--- src/rtl/ooo_seq_tracker.sv ---
module ooo_seq_tracker #(
  parameter int NCONN = 4,
  parameter int SEQW  = 24,
  parameter int CW    = 16,
  parameter int BLKW  = 16,
  parameter int NBLK  = 4,
  localparam int CNW  = (NCONN > 1) ? $clog2(NCONN) : 1
) (
  input  logic                   clk,
  input  logic                   rst_n,
  input  logic                   arr_valid,
  input  logic [CNW-1:0]         arr_conn,
  input  logic [SEQW-1:0]        arr_seq,
  output logic [NCONN*SEQW-1:0]  exp_seq,
  output logic                   res_valid,
  output logic                   res_dup,
  output logic                   res_drop
);
  localparam int CWL = $clog2(CW);
  localparam int BW  = $clog2(BLKW);
  localparam int PW  = SEQW - BW;
  localparam int FAR = CW + NBLK * BLKW;

  logic [SEQW-1:0] ptr  [NCONN];
  logic [CW-1:0]   circ [NCONN];
  logic [CW-1:0]   circ_nx [NCONN];
  logic [NCONN-1:0] hd_set, adv;

  logic [NBLK-1:0] blk_use, blk_free_now, a_hit, a_free_oh;
  logic [CNW-1:0]  blk_conn [NBLK];
  logic [PW-1:0]   blk_base [NBLK];
  logic [BLKW-1:0] blk_bits [NBLK];

  logic [SEQW-1:0] a_off;
  logic a_behind, a_now, a_circ, a_far, a_lin, a_blkset, a_dup, a_drop, a_ok, a_alloc;

  genvar gc;
  generate
    for (gc = 0; gc < NCONN; gc++) begin : g_out
      assign exp_seq[gc*SEQW +: SEQW] = ptr[gc];
    end
  endgenerate

  assign a_off    = arr_seq - ptr[arr_conn];
  assign a_behind = a_off[SEQW-1];
  assign a_now    = (a_off == '0);
  assign a_far    = !a_behind && (a_off >= SEQW'(FAR));
  assign a_circ   = !a_behind && !a_now && (a_off < SEQW'(CW));
  assign a_lin    = !a_behind && !a_far && (a_off >= SEQW'(CW));

  always_comb begin
    a_blkset  = 1'b0;
    a_free_oh = '0;
    for (int b = 0; b < NBLK; b++) begin
      a_hit[b] = blk_use[b] && (blk_conn[b] == arr_conn) && (blk_base[b] == arr_seq[SEQW-1:BW]);
      if (a_hit[b] && blk_bits[b][arr_seq[BW-1:0]]) a_blkset = 1'b1;
      if (!blk_use[b] && (a_free_oh == '0)) a_free_oh[b] = 1'b1;
    end
  end

  assign a_dup   = a_behind || (a_circ && circ[arr_conn][arr_seq[CWL-1:0]])
                 || (!a_far && a_blkset) || (a_now && hd_set[arr_conn]);
  assign a_alloc = a_lin && (a_hit == '0);
  assign a_drop  = !a_dup && (a_far || (a_alloc && (a_free_oh == '0)));
  assign a_ok    = arr_valid && !a_dup && !a_drop;

  always_comb begin
    for (int c = 0; c < NCONN; c++) begin
      hd_set[c] = circ[c][ptr[c][CWL-1:0]];
      for (int b = 0; b < NBLK; b++)
        if (blk_use[b] && (blk_conn[b] == CNW'(c)) && (blk_base[b] == ptr[c][SEQW-1:BW])
            && blk_bits[b][ptr[c][BW-1:0]])
          hd_set[c] = 1'b1;
      adv[c] = hd_set[c] || (a_ok && a_now && (arr_conn == CNW'(c)));
      circ_nx[c] = circ[c];
      if (hd_set[c]) circ_nx[c][ptr[c][CWL-1:0]] = 1'b0;
      if (a_ok && a_circ && (arr_conn == CNW'(c))) circ_nx[c][arr_seq[CWL-1:0]] = 1'b1;
    end
  end

  always_comb begin
    for (int b = 0; b < NBLK; b++) begin
      logic [SEQW-1:0] rel;
      rel = ptr[blk_conn[b]] - {blk_base[b], {BW{1'b0}}};
      blk_free_now[b] = blk_use[b] && !rel[SEQW-1] && (rel >= SEQW'(BLKW));
    end
  end

  always_ff @(posedge clk) begin
    if (!rst_n) begin
      res_valid <= 1'b0;
      res_dup   <= 1'b0;
      res_drop  <= 1'b0;
      blk_use   <= '0;
      for (int c = 0; c < NCONN; c++) begin
        ptr[c]  <= '0;
        circ[c] <= '0;
      end
      for (int b = 0; b < NBLK; b++) begin
        blk_conn[b] <= '0;
        blk_base[b] <= '0;
        blk_bits[b] <= '0;
      end
    end else begin
      res_valid <= arr_valid;
      res_dup   <= arr_valid && a_dup;
      res_drop  <= arr_valid && a_drop;
      for (int c = 0; c < NCONN; c++) begin
        circ[c] <= circ_nx[c];
        if (adv[c]) ptr[c] <= ptr[c] + 1'b1;
      end
      for (int b = 0; b < NBLK; b++) begin
        if (blk_free_now[b]) blk_use[b] <= 1'b0;
        if (a_ok && a_lin && a_hit[b]) begin
          blk_bits[b][arr_seq[BW-1:0]] <= 1'b1;
        end else if (a_ok && a_alloc && a_free_oh[b]) begin
          blk_use[b]  <= 1'b1;
          blk_conn[b] <= arr_conn;
          blk_base[b] <= arr_seq[SEQW-1:BW];
          blk_bits[b] <= BLKW'(1) << arr_seq[BW-1:0];
        end
      end
    end
  end
endmodule

--- config.mk ---
export PLATFORM = sky130hd
export DESIGN_NAME = ooo_seq_tracker
export DESIGN_NICKNAME = d
export VERILOG_FILES = /design/src/rtl/ooo_seq_tracker.sv
export SDC_FILE = /design/constraint.sdc
export NUM_CORES = 2
export LEC_CHECK = 0
export BUFFER_PORTS_ARGS = -buffer_cell sky130_fd_sc_hd__buf_2
export CORE_UTILIZATION = 30
export CTS_BUF_LIST = sky130_fd_sc_hd__clkbuf_16
export DETAILED_ROUTE_END_ITERATION = 7
export GPL_TIMING_DRIVEN = 0
export SYNTH_ARGS = -nofsm -noshare
export SYNTH_HDL_FRONTEND = slang
export SYNTH_SLANG_ARGS = --single-unit
--- constraint.sdc ---
create_clock -name clk -period 8.5 [get_ports clk]
set_input_delay 0 -clock clk [delete_from_list [all_inputs] [get_ports clk]]
set_output_delay 0 -clock clk [all_outputs]
set_load 0.05 [all_outputs]
==> reports/qor.csv <==
stage,metric,value,unit
worst_setup_path,most numerous cell on the critical path,clkbuf_1,
die,Die ar.,106000,um^2
synthesis,area share of the largest cell type after synthesis,0.237,
flow_run,maxcap violations,2,
synthesis,Ys Warns,0,
synthesis,largest area contributor in the netlist,edfxtp_1,
synthesis,Syn Nets,3518,
die,IO Pins,128,
placement,RD Place Congestion,1.07,
detailed_routing,average routed wire per standard cell,32.4,um
synthesis,sequential element share of the synthesized area,0.282,
synthesis,"flops & latches, synth",319,
run_status,failing checks,"max-capacitance violations, max-slew violations",
worst_setup_path,Worst Path Max Fanout,22,
die,CORE AREA,104000,um^2
cells_and_area,design area,35200,um^2
detailed_routing,routed vias,30700,
sta,RSZ-0062 raised after global routing,no,
clock_tree,buffer count from post-CTS setup fixing,0,
detailed_routing,Initial DRC Count,5284,
detailed_routing,final wirelength,161000,um
sta,Final Slew Violations,2,
run_status,status,"finished, violations left",
power_and_ir_drop,static leakage,12.0,nW
grt,GRT Total Usage,0.292,
sta,final-report setup violation count,0,
grt,vias in the first global route,28200,
grt,first-pass GRT wire length,219000,um
synthesis,commonest cells in the netlist,"354 x xnor2_1, 285 x nor2_1, 273 x clkbuf_1",
worst_setup_path,Crit path buffers/inverters,9,
placement,Post-DP HPWL,120000,um
placement,port bufs,123,
clock_tree,CTS tree,built,
die,initial core utilization,0.303,
clock_tree,CTS root buffer,clkbuf_16,
worst_setup_path,WP data arrival,8.19,ns
synthesis,library cells used by synthesis,93,
synthesis,asr flop ratio synth,0,
synthesis,Area contributors post-synth,"edfxtp_1 24%, mux4_2 16%, xnor2_1 9.9%",
clock_tree,clock slew at reported path FFs,0.07,ns
worst_setup_path,Critical Path Max Stage Delay,0.76,ns
worst_setup_path,crit path max-delay cell type,clkbuf_1,
worst_setup_path,worst setup path category,input port to flop,
synthesis,Synth Area per Inst,9.33,um^2
synthesis,Netlist Area Pre-Place,31400,um^2
power_and_ir_drop,Cell Pwr Density,139,nW/um^2
sta,Tmin final,7.93,ns
grt,largest net degree at the start of global routing,25,
clock_tree,Worst-Skew Late Latency,0.64,ns
die,FP Rows,118,
grt,initial antenna violation count,14,
worst_setup_path,startpoint types,input port,
sta,Worst-Margin Slew,1.54,ns
power_and_ir_drop,Worst VDD drop,0.132,mV
hold_path,Worst Hold Class,input port to flop,
grt,Overflow after GRT,0,
clock_tree,clock buffer count from CTS,40,
synthesis,"Primary FF master, synth",edfxtp_1,
detailed_routing,first drt pass iteration count,7,
cells_and_area,# nets final,3684,
sta,fin crit share,0.933,
synthesis,most numerous cell in the Yosys netlist,xnor2_1,
worst_setup_path,"Data required, critical path",8.76,ns
sta,Final Skew,0.0534,ns
sta,"Hold Vio Cnt, Final",0,
clock_tree,H-tree depth,2,
detailed_routing,via/cell ratio,6.21,
detailed_routing,ANT nets after route,0,
synthesis,Gate Count Post-Synth,3369,
placement,Placed Area,33800,um^2
clock_tree,clk sinks,319,
synthesis,"EDFF count, synth",248,
cells_and_area,Layout Utilization,0.339,
sta,Rel. slew slack,-0.0517,
sta,fmax,0.126,GHz
cells_and_area,area delta synth->final,11.9,%
worst_setup_path,R2R setup slack,0.63,ns
detailed_routing,drt drc,0,
worst_setup_path,Worst Setup End Kind,flop,
cells_and_area,layout cells sized above 1,0.144,
die,chip height,326,um
clock_tree,Clock Path Buffers,3,
worst_setup_path,CP top delay family,buffers and inverters,
worst_setup_path,worst path cell trace,clkbuf_2 > clkbuf_1 > clkbuf_1 > clkbuf_1 > clkbuf_1 > mux4_2 > inv_1 > ha_1 > clkbuf_1 > a21oi_1 > o21ai_0 > a221o_1 > or4_1 > or4_1 > or4_4 > and4bb_1 > nand4_1 > o21a_1 > clkbuf_1 > clkinvlp_4,
die,die width,326,um
[cells in the final DEF (no fill, tap or decap), types with 9 or more instances in the layout]
cell / count
a2111oi_0: 9
a211oi_1: 19
a21o_1: 22
a21oi_1: 78
a31oi_1: 11
and2_1: 57
and3_1: 68
and4_1: 10
buf_1: 40
buf_2: 141
clkbuf_1: 270
clkbuf_16: 40
dfxtp_1: 71
edfxtp_1: 248
ha_1: 115
inv_1: 176
mux2i_1: 28
mux4_2: 218
nand2_1: 200
nand2b_1: 27
nand3_1: 134
nand3b_1: 10
nand4_1: 121
nor2_1: 285
nor2b_1: 33
nor3_1: 76
nor4_1: 56
o2111ai_1: 14
o211ai_1: 24
o21a_1: 23
o21ai_0: 141
o21ai_1: 11
o21ai_2: 40
o22ai_1: 10
xnor2_1: 354
xor2_1: 185
[registers in the layout (all words and copies together), names as in the netlist]
name	count
circ	64
blk_base	80
blk_use	4
ptr	96
res_dup	1
res_drop	1
res_valid	1
blk_bits	64
blk_conn	8
[per-stage QoR]
| stage | setup TNS [ns] | instances | total power [mW] | setup WS (ns) | hold slack, ns |
|---|---|---|---|---|---|
| after detailed placement | -261.22 | 4873 | 3.09 | -1.25 | 0.468 |
| after floorplan | 0 | 3369 | 2.67 | 1.28 | 0.201 |
| after CTS | 0 | 4947 | 4.81 | 0.234 | 0.273 |
| final | 0 | 4951 | 4.87 | 0.573 | 0.264 |
| after global placement | -411.83 | 4872 | 3.08 | -1.49 | 0.470 |
| after global routing | 0 | 4946 | 4.97 | 0.107 | 0.275 |
[path summary, 6_finish.rpt]
check,startpoint,end,cells past startpoint
min reg2reg,circ[1][7],circ[1][7],2
min,arr_seq[23],blk_base[0][59],2
max,arr_conn[0],blk_base[0][50],20
max reg2reg,ptr[0][0],blk_base[0][50],19
[final cells by class]
type	instances	area (um^2)
multi-input cells	2533	20600
plain buffers	342	1360
inverters	174	668
flip-flops and latches	319	8870
clock buffers	40	1000
repair buffers	125	633
well taps	1380	1730
clock inverters	33	284
fillers	10800	68500
diodes	5	12.5
[metal layers]
layer | vias up | part of all wire | global-route usage
li1 | 12600 | - | -
met1 | 14900 | 0.37 | 0.372
met2 | 2601 | 0.40 | 0.411
met3 | 655 | 0.16 | 0.124
met4 | 21 | 0.067 | 0.160
met5 | - | 0.0015 | 0.0115
[what timing repair did]
item                                    4_1_cts  5_1_grt
hold buffers                                  1        0
endpoints found under the hold margin         2        0
resized for setup                             7        4
endpoints found under the setup margin      118       88
[report_power, final]
part	internal, mW	switching (mW)	total, mW
Combinational	0.461	0.867	1.33
Clock	0.936	0.817	1.75
Sequential	1.72	0.0699	1.79
[kinds of logic (layout without fill, tap and decap cells)]
group	Yosys count	in the layout	synth area share
simple gates	1135	1135	0.184
flops	319	319	0.282
xor+xnor	539	539	0.150
fa+ha+maj	120	120	0.0490
mux	248	248	0.166
compound gates	491	491	0.105
other cells	0	5	0
buf+inv	517	714	0.0638
Power figures use the tool's default switching activity.
